$ cat config.mk
export PLATFORM = sky130hd
export DESIGN_NAME = survivor_traceback
export DESIGN_NICKNAME = d
export VERILOG_FILES = /design/src/rtl/survivor_traceback.sv
export SDC_FILE = /design/constraint.sdc
export NUM_CORES = 2
export LEC_CHECK = 0
export BUFFER_PORTS_ARGS = -buffer_cell sky130_fd_sc_hd__clkbuf_2
export CELL_PAD_IN_SITES_DETAIL_PLACEMENT = 1
export CELL_PAD_IN_SITES_GLOBAL_PLACEMENT = 1
export CORE_MARGIN = 2
export CORE_UTILIZATION = 31
export CTS_BUF_LIST = sky130_fd_sc_hd__clkbuf_16
export DETAILED_ROUTE_END_ITERATION = 16
export PLACE_DENSITY = 0.51
export SETUP_SLACK_MARGIN = 0.02
export SLEW_MARGIN = 30
export SYNTH_ARGS = -nofsm -noshare
export SYNTH_HDL_FRONTEND = slang
export SYNTH_SLANG_ARGS = --single-unit
$ cat constraint.sdc
create_clock -name clk -period 5 [get_ports clk]
set_input_delay 0 -clock clk [delete_from_list [all_inputs] [get_ports clk]]
set_output_delay 0 -clock clk [all_outputs]
set_load 0.05 [all_outputs]
$ cat src/rtl/survivor_traceback.sv
module survivor_traceback #(
  parameter int ST_BITS = 6,
  parameter int BLK_LEN = 16
) (
  input  logic                     clk,
  input  logic                     rst_n,
  input  logic                     dec_valid,
  input  logic [(1<<ST_BITS)-1:0]  dec_word,
  output logic                     bit_valid,
  output logic                     bit_out
);
  localparam int NST   = 1 << ST_BITS;
  localparam int AW    = $clog2(BLK_LEN);
  localparam int UNITS = 3;
  localparam logic [AW-1:0] LAST    = AW'(BLK_LEN - 1);
  localparam logic [AW:0]   TB_LAST = (AW+1)'(2 * BLK_LEN - 1);

  logic [1:0]          wr_bank, cbank, dbank, rd_bank, s1_bank;
  logic [AW-1:0]       wr_addr, rd_addr, s1_addr, s2_addr;
  logic                primed, tb_act, s1_v, s1_dec, s2_v, s2_dec, done;
  logic [AW:0]         tb_cnt, out_left;
  logic [UNITS*NST-1:0] dbus;
  logic [NST-1:0]      pipe;
  logic [ST_BITS-1:0]  st;
  logic [BLK_LEN-1:0]  obuf, out_sr;
  logic                blk_end, tb_start;

  assign blk_end  = dec_valid && (wr_addr == LAST);
  assign tb_start = blk_end && primed;
  assign rd_addr  = LAST - tb_cnt[AW-1:0];
  assign rd_bank  = tb_cnt[AW] ? dbank : cbank;

  for (genvar g = 0; g < UNITS; g++) begin : g_unit
    logic [NST-1:0] m [BLK_LEN];
    logic [NST-1:0] q;
    always_ff @(posedge clk) begin
      if (dec_valid && wr_bank == 2'(g)) m[wr_addr] <= dec_word;
      if (tb_act && rd_bank == 2'(g)) q <= m[rd_addr];
    end
    assign dbus[g*NST +: NST] = q;
  end

  always_ff @(posedge clk) begin
    if (!rst_n) begin
      wr_bank <= '0;
      wr_addr <= '0;
      primed  <= 1'b0;
    end else if (dec_valid) begin
      wr_addr <= wr_addr + 1'b1;
      if (blk_end) begin
        wr_bank <= (wr_bank == 2'd2) ? 2'd0 : wr_bank + 2'd1;
        primed  <= 1'b1;
      end
    end
  end

  always_ff @(posedge clk) begin
    if (!rst_n) begin
      tb_act <= 1'b0;
      tb_cnt <= '0;
      cbank  <= '0;
      dbank  <= '0;
    end else if (tb_start) begin
      tb_act <= 1'b1;
      tb_cnt <= '0;
      cbank  <= wr_bank;
      dbank  <= (wr_bank == 2'd0) ? 2'd2 : wr_bank - 2'd1;
    end else if (tb_act) begin
      tb_cnt <= tb_cnt + 1'b1;
      if (tb_cnt == TB_LAST) tb_act <= 1'b0;
    end
  end

  always_ff @(posedge clk) begin
    s1_bank <= rd_bank;
    s1_addr <= rd_addr;
    s1_dec  <= tb_cnt[AW];
    pipe    <= dbus[s1_bank*NST +: NST];
    s2_addr <= s1_addr;
    s2_dec  <= s1_dec;
    if (s2_v && s2_dec) obuf[s2_addr] <= st[ST_BITS-1];
  end

  always_ff @(posedge clk) begin
    if (!rst_n) begin
      s1_v     <= 1'b0;
      s2_v     <= 1'b0;
      st       <= '0;
      done     <= 1'b0;
      out_sr   <= '0;
      out_left <= '0;
    end else begin
      s1_v <= tb_act;
      s2_v <= s1_v;
      done <= s2_v && s2_dec && (s2_addr == '0);
      if (tb_start) st <= '0;
      else if (s2_v) st <= {st[ST_BITS-2:0], pipe[st]};
      if (done) begin
        out_sr   <= obuf;
        out_left <= (AW+1)'(BLK_LEN);
      end else if (out_left != '0) begin
        out_sr   <= out_sr >> 1;
        out_left <= out_left - 1'b1;
      end
    end
  end

  assign bit_valid = (out_left != '0);
  assign bit_out   = out_sr[0];


  in_gap_chk: assert property (@(posedge clk) disable iff (!rst_n)
    dec_valid |-> (!$past(dec_valid) && !$past(dec_valid, 2)));

  rd_wr_split_chk: assert property (@(posedge clk) disable iff (!rst_n)
    tb_act |-> (rd_bank != wr_bank));

  idle_start_chk: assert property (@(posedge clk) disable iff (!rst_n)
    tb_start |-> (!tb_act && !s1_v && !s2_v));

  drained_load_chk: assert property (@(posedge clk) disable iff (!rst_n)
    done |-> !bit_valid);

  conv_silent_chk: assert property (@(posedge clk) disable iff (!rst_n)
    (s2_v && !s2_dec) |=> !done);
endmodule

After elaboration in Yosys (flattened, before gate mapping)
Memory sizes are Yosys's and may differ from the RTL's. A register that Yosys moved wholly into a read port is not among the register bits. Cells that the tools add are included.

Register bits: 139. Latch bits: 0. Bits in writable memories: 3072. ROM bits: 0. Input port bits: 67. Output and inout bits: 2. Memories: 3.

Memory list: g_unit[0].m (words 16, bits a word 64, rd ports 1, clocked after Yosys merged registers in 1, write ports 1, line 34) `logic [NST-1:0] m [BLK_LEN];`; g_unit[1].m (words 16, bits a word 64, rd ports 1, clocked after Yosys merged registers in 1, write ports 1, line 34); g_unit[2].m (words 16, bits a word 64, rd ports 1, clocked after Yosys merged registers in 1, write ports 1, line 34).

Add/subtract/negate cells: 6. Multipliers: 0. Div/mod/pow operators: 0. Magnitude comparators: 3. Equality and inequality tests: 6. Shift-type cells: 1. Multiplexer cells: 21. Bitwise logic cells: 1. Reduce and logical (&&, ||, !) cells: 19.

Operators with widths (count): 192-bit by 9-bit indexed part select with 64-bit output (1); 16-bit 2-to-1 mux (2); 16-bit bitwise mux (1); 1-bit logical AND (11); 1-bit 2-to-1 mux (11); 5-bit 2-to-1 mux (2); 6-bit by 7-bit less-than comparator with 1-bit output, second input constant (1); 1-bit binary-select mux with 6-bit select (1); 2-bit 2-to-1 mux (3); 5-bit by 1-bit adder with 5-bit output, second input constant (1); 5-bit == test, second input constant (1); 4-bit by 5-bit less-than comparator with 1-bit output, second input constant (1); 5-bit nonzero test (1); 5-bit by 1-bit subtractor with 5-bit output, second input constant (1); 4-bit by 1-bit adder with 4-bit output, second input constant (1); 1-bit demux with 4-bit select (1); 2-bit by 1-bit == test with 1-bit output, second input constant (2); 2-bit == test, second input constant (2); 4-bit == test, second input constant (1); 4-bit by 1-bit >= comparator with 1-bit output, second input constant (1); 2-bit zero test (2); 4-bit zero test (1); 2-bit OR reduction (2); 4-bit subtractor, first input constant (1); other kinds (5) (5).

Logic depth before layout (Yosys ltp)
Word-level depth: 5. Depth in mapped cells: 9. Gate-level depth less buffers: 8.

Least setup slack after synthesis
OpenSTA, ideal clock, no wires.

Path kind: register to register. Start: reg wr_bank[0]. End: mem g_unit[2].m[4][0] (netlist bit) (enable). Setup time: 0.486 ns. Data arrival time: 3.656 ns. Required time: 4.514 ns. Path slack: 0.857 ns. Stages on the path, launching flop included: 6. Path through: dfxtp_1 inv_1 ha_1 nand2_1 clkbuf_1 nor2_1.

Cells in the longest elaborated chain, start to end: 4.

Ends and longest elaborated chain: from (decl) (line 18) `logic [1:0] wr_bank, cbank, dbank, rd_bank, s1_bank;`; from (signal assigned) (line 51) `wr_bank <= (wr_bank == 2'd2) ? 2'd0 : wr_bank + 2'd1;`; 2-bit == test (line 37) `if (dec_valid && wr_bank == 2'(g)) m[wr_addr] <= dec_word;`; 1-bit logical AND (line 37); 1-bit 2-to-1 mux (line 37); 1-bit 2-to-1 mux (implied by the code) (line 37); to (decl) (line 34).

No other way between the ends.

Worst setup path in the final report
Start: reg wr_bank[0]. End: mem g_unit[2].m[12][57] (netlist bit) (enable).

The elaborated chain is that of the path after synthesis.

==> impl_summary.md <==
Status
The flow ran to the end, and the final reports show no timing, DRC or antenna violations.

STA
The minimum clock period is 3.39 ns. The max-slew violation count is 0. The final number of setup-violating endpoints is 0. Setup repair after global routing left no endpoint under its margin. The ratio of final minimum period to clock period is 67.8%. The final-report hold violation count is 0. The final setup TNS is 0 ns. The actual slew at the worst max-slew pin is 1.06 ns. Derived from the worst setup path, the maximum achievable clock frequency is 0.295 GHz. The setup clock skew after layout is 0.0630 ns. The worst relative slew slack is 29.4%.

Logic synthesis
The area share of the largest cell type after synthesis is 77.5%. The number of nets in the synthesized netlist is 5,214. For this run, the register share of the synthesized area comes to 79.5%. The flop and latch count out of synthesis is 3,403. The share of synthesized registers carrying an async set or reset is 0%. The commonest cells after synthesis are 3,280 x edfxtp_1, 972 x mux4_2, 146 x clkbuf_1, 123 x dfxtp_1, 113 x nand2_1.

In the post-synthesis netlist, the cell with the most instances is edfxtp_1. For this run, the leading register cell type out of synthesis is edfxtp_1. The count of flip-flops with a built-in enable after synthesis is 3,280.

The cell area after synthesis is 127,000 µm². Summed over all instances, the cell type with the most area after synthesis is edfxtp_1. Ranked by total cell area, the synthesized netlist is headed by edfxtp_1 78%, mux4_2 17%, dfxtp_1 1.9%. The number of standard cells after synthesis is 5,134.

For this run, the number of Yosys warnings is 0. The average size of a mapped cell is 24.7 µm². The count of unique library cells instantiated by Yosys is 38.

Clock tree
The clock root buffer is clkbuf_16. The clock-pin transition on the worst setup and hold timing paths is 0.06 ns. In this run, CTS created clock tree buffers numbering 371.

The insertion delay to the later sink of the worst-skew pair is 0.95 ns. The H-tree was split into 5 levels. Buffers added to address setup during post-CTS repair amount to 0.

The clock passes through at most 4 buffers. The CTS tree is yes. CTS saw 3,403 sinks.

Setup path
The arrival time at the worst endpoint is 3.97 ns. The number of buffers and inverters on the critical path is 3. For the worst setup path, the data required time is 5.58 ns. The worst setup path is of the register to register kind.

On the critical path the largest part of the delay comes from simple AND/OR/NAND/NOR gates. The worst-path cell with the longest stage delay is nor2_4. The category of the worst setup path capture point is a register. Of all nets on the critical path, the largest fanout is 37. Traced cell by cell, the critical path runs through inv_1 > ha_1 > nand2_1 > buf_4 > nor2_4 > buf_12.

The largest single stage delay on the critical path is 0.72 ns. The startpoint type of the worst setup path is a register.

Cells and area
Compared with the post-synthesis result, the final layout area differs by 17.0%. After filler insertion, the fill cell instance count of the layout stands at 38,700. Measured on the finished design, the core utilization comes to 36.3%. The fraction of final layout cells sized beyond drive strength 1 is 31.0%. The final net count is 5,687. The finished layout holds 11,400 standard cells, fillers aside.

Power and ir drop
The sequential power share is 53.3%. In this run the power density over the cells is 396 nW/µm². In this run, the combinational gates consume 1.4% of the power.

The internal power of the cells totals 46.7 mW. The net switching fraction of the power is 20.6%. The largest voltage drop on the vdd net is 0.000276 V.

The net switching power figure is 12.2 mW. The clock network fraction of design power is 45.3%. The analysis attributes to cell leakage a power of 44.6 nW.

Floorplan
The floorplan has 235 rows. From left edge to right edge, the die measures 644 µm. The core outline area is 409,000 µm².

The die is 644 µm tall. For this configuration, the core starts out at a cell density of 31.1%. The die area is 415,000 µm². The number of top-level pins is 69.

Drt
Once detail routing completed, the nets flagged for antenna violations numbered 0. After detailed routing, the number of remaining DRC violations is 0. Dividing the detail-routed wire length by the instance count gives 32.1 µm. The total number of vias is 57,700. The first-iteration detailed-routing DRC count is 5,718. The wire length after detailed routing is 365 mm. The pre-antenna-repair detailed-routing pass consisted of 5 iterations. In the routed layout, each cell is associated on average with a via count of 5.08.

Global routing
The number of antenna violations at the first check in global routing is 17. The pin count of the biggest net entering global routing is 90. The number of global-route vias before repair is 61,900. For this run, the total global-route usage over all layers was measured as 17.5%. The overflow left after global routing is 0. The wire length of the first global-routing pass is 511 mm.

Hold path
The worst hold path belongs to the class input pin to register.

Place
The count of buffers added on input and output ports is 68. The number of placed instances, taps included, is 10,600. Summed over all nets, the half-perimeter wirelength after detailed placement is 198 mm.

The global placer's final weighted congestion is 0.737.

Job
The reported max-cap violation count is 0.
path summary, 6_finish.rpt:
path	startpoint	endpoint	slack, ns	depth (start not counted)
worst min-delay path	dec_word[15]	g_unit[1].m[8][15]	0.03	2
worst min register to register	s1_addr[3]	s2_addr[3]	0.33	0
worst max-delay path	wr_bank[0]	g_unit[2].m[12][57]	1.61	6
worst max register to register	wr_bank[0]	g_unit[2].m[12][57]	1.61	6
power by group through the flow:
stage          clock (mW)  sequential (mW)  combinational [mW]
5_1_grt              28.3             31.4               0.932
6_report             26.7             31.4               0.848
3_3_place_gp            0             32.0               0.777
4_1_cts              27.3             31.4               0.865
3_5_place_dp            0             32.0               0.821
2_1_floorplan           0             32.0               0.265
repair_timing:
item,4_1_cts,5_1_grt
resized for setup,0,0
hold buffers,61,7
setup endpoints to repair,0,0
hold endpoints to repair,2794,302
kinds of logic after synthesis:
kind of cell	share of synthesized area, %
compound gates	0.452
buf+inv	1.00
fa+ha+maj	0.128
mux	18.0
xor+xnor	0.0620
flops	79.5
simple gates	0.896
placed cells by master (no fill, tap or decap), types with 7 or more instances in the layout:
cell / n
nand3_1: 9
buf_12: 78
inv_16: 7
o21ai_0: 81
nand2_1: 112
bufinv_16: 30
dfxtp_1: 115
buf_4: 146
nor2_1: 36
edfxtp_1: 3280
nor2b_1: 9
clkinv_2: 68
ha_1: 13
clkbuf_2: 31
buf_2: 31
clkinv_1: 98
dlygate4sd3_1: 68
mux2i_1: 93
clkbuf_16: 376
xnor2_1: 8
mux4_2: 972
inv_1: 95
and2_1: 24
nor2_4: 47
inv_6: 9
layer usage:
layer	up-vias	track usage (%)	wire length [µm]
li1	23100	-	-
met2	1463	29.9	184000
met1	32800	24.0	159000
met5	-	0	13
met4	2	3.39	6810
met3	425	2.25	15700
area by class of cell:
class                           instances  area, µm²  share of cell area [%]
Antenna cell                            4       10.0                 0.00674
Clock buffer                          376       9410                    6.33
Clock inverter                        310       2350                    1.58
Inverter                               14       60.1                  0.0404
Multi-Input combinational cell       1458      25200                    17.0
Sequential cell                      3403     101000                    68.0
Tap cell                             5451       6820                    4.59
Timing Repair Buffer                  359       3750                    2.53
state kept, by name, summed over array words and instances, names as in the netlist, 4 cells and up:
register  count
g_unit.m   3072
g_unit.q    192
pipe         64
obuf         16
out_sr       16
st            6
out_left      5
tb_cnt        5
s1_addr       4
s2_addr       4
wr_addr       4
per-stage QoR:
step | power, mW | setup slack, ns | cell area [µm²] | hold slack [ns]
3_3_place_gp | 32.7 | 1.56 | 136000 | 0.312
6_report | 58.9 | 1.61 | 149000 | 0.0327
2_1_floorplan | 32.2 | 0.857 | 127000 | 0.0989
4_1_cts | 59.5 | 1.59 | 148000 | 0.00821
3_5_place_dp | 32.8 | 1.61 | 136000 | 0.317
5_1_grt | 60.6 | 1.54 | 149000 | 0.0264
(Power assumes the default switching activity.)
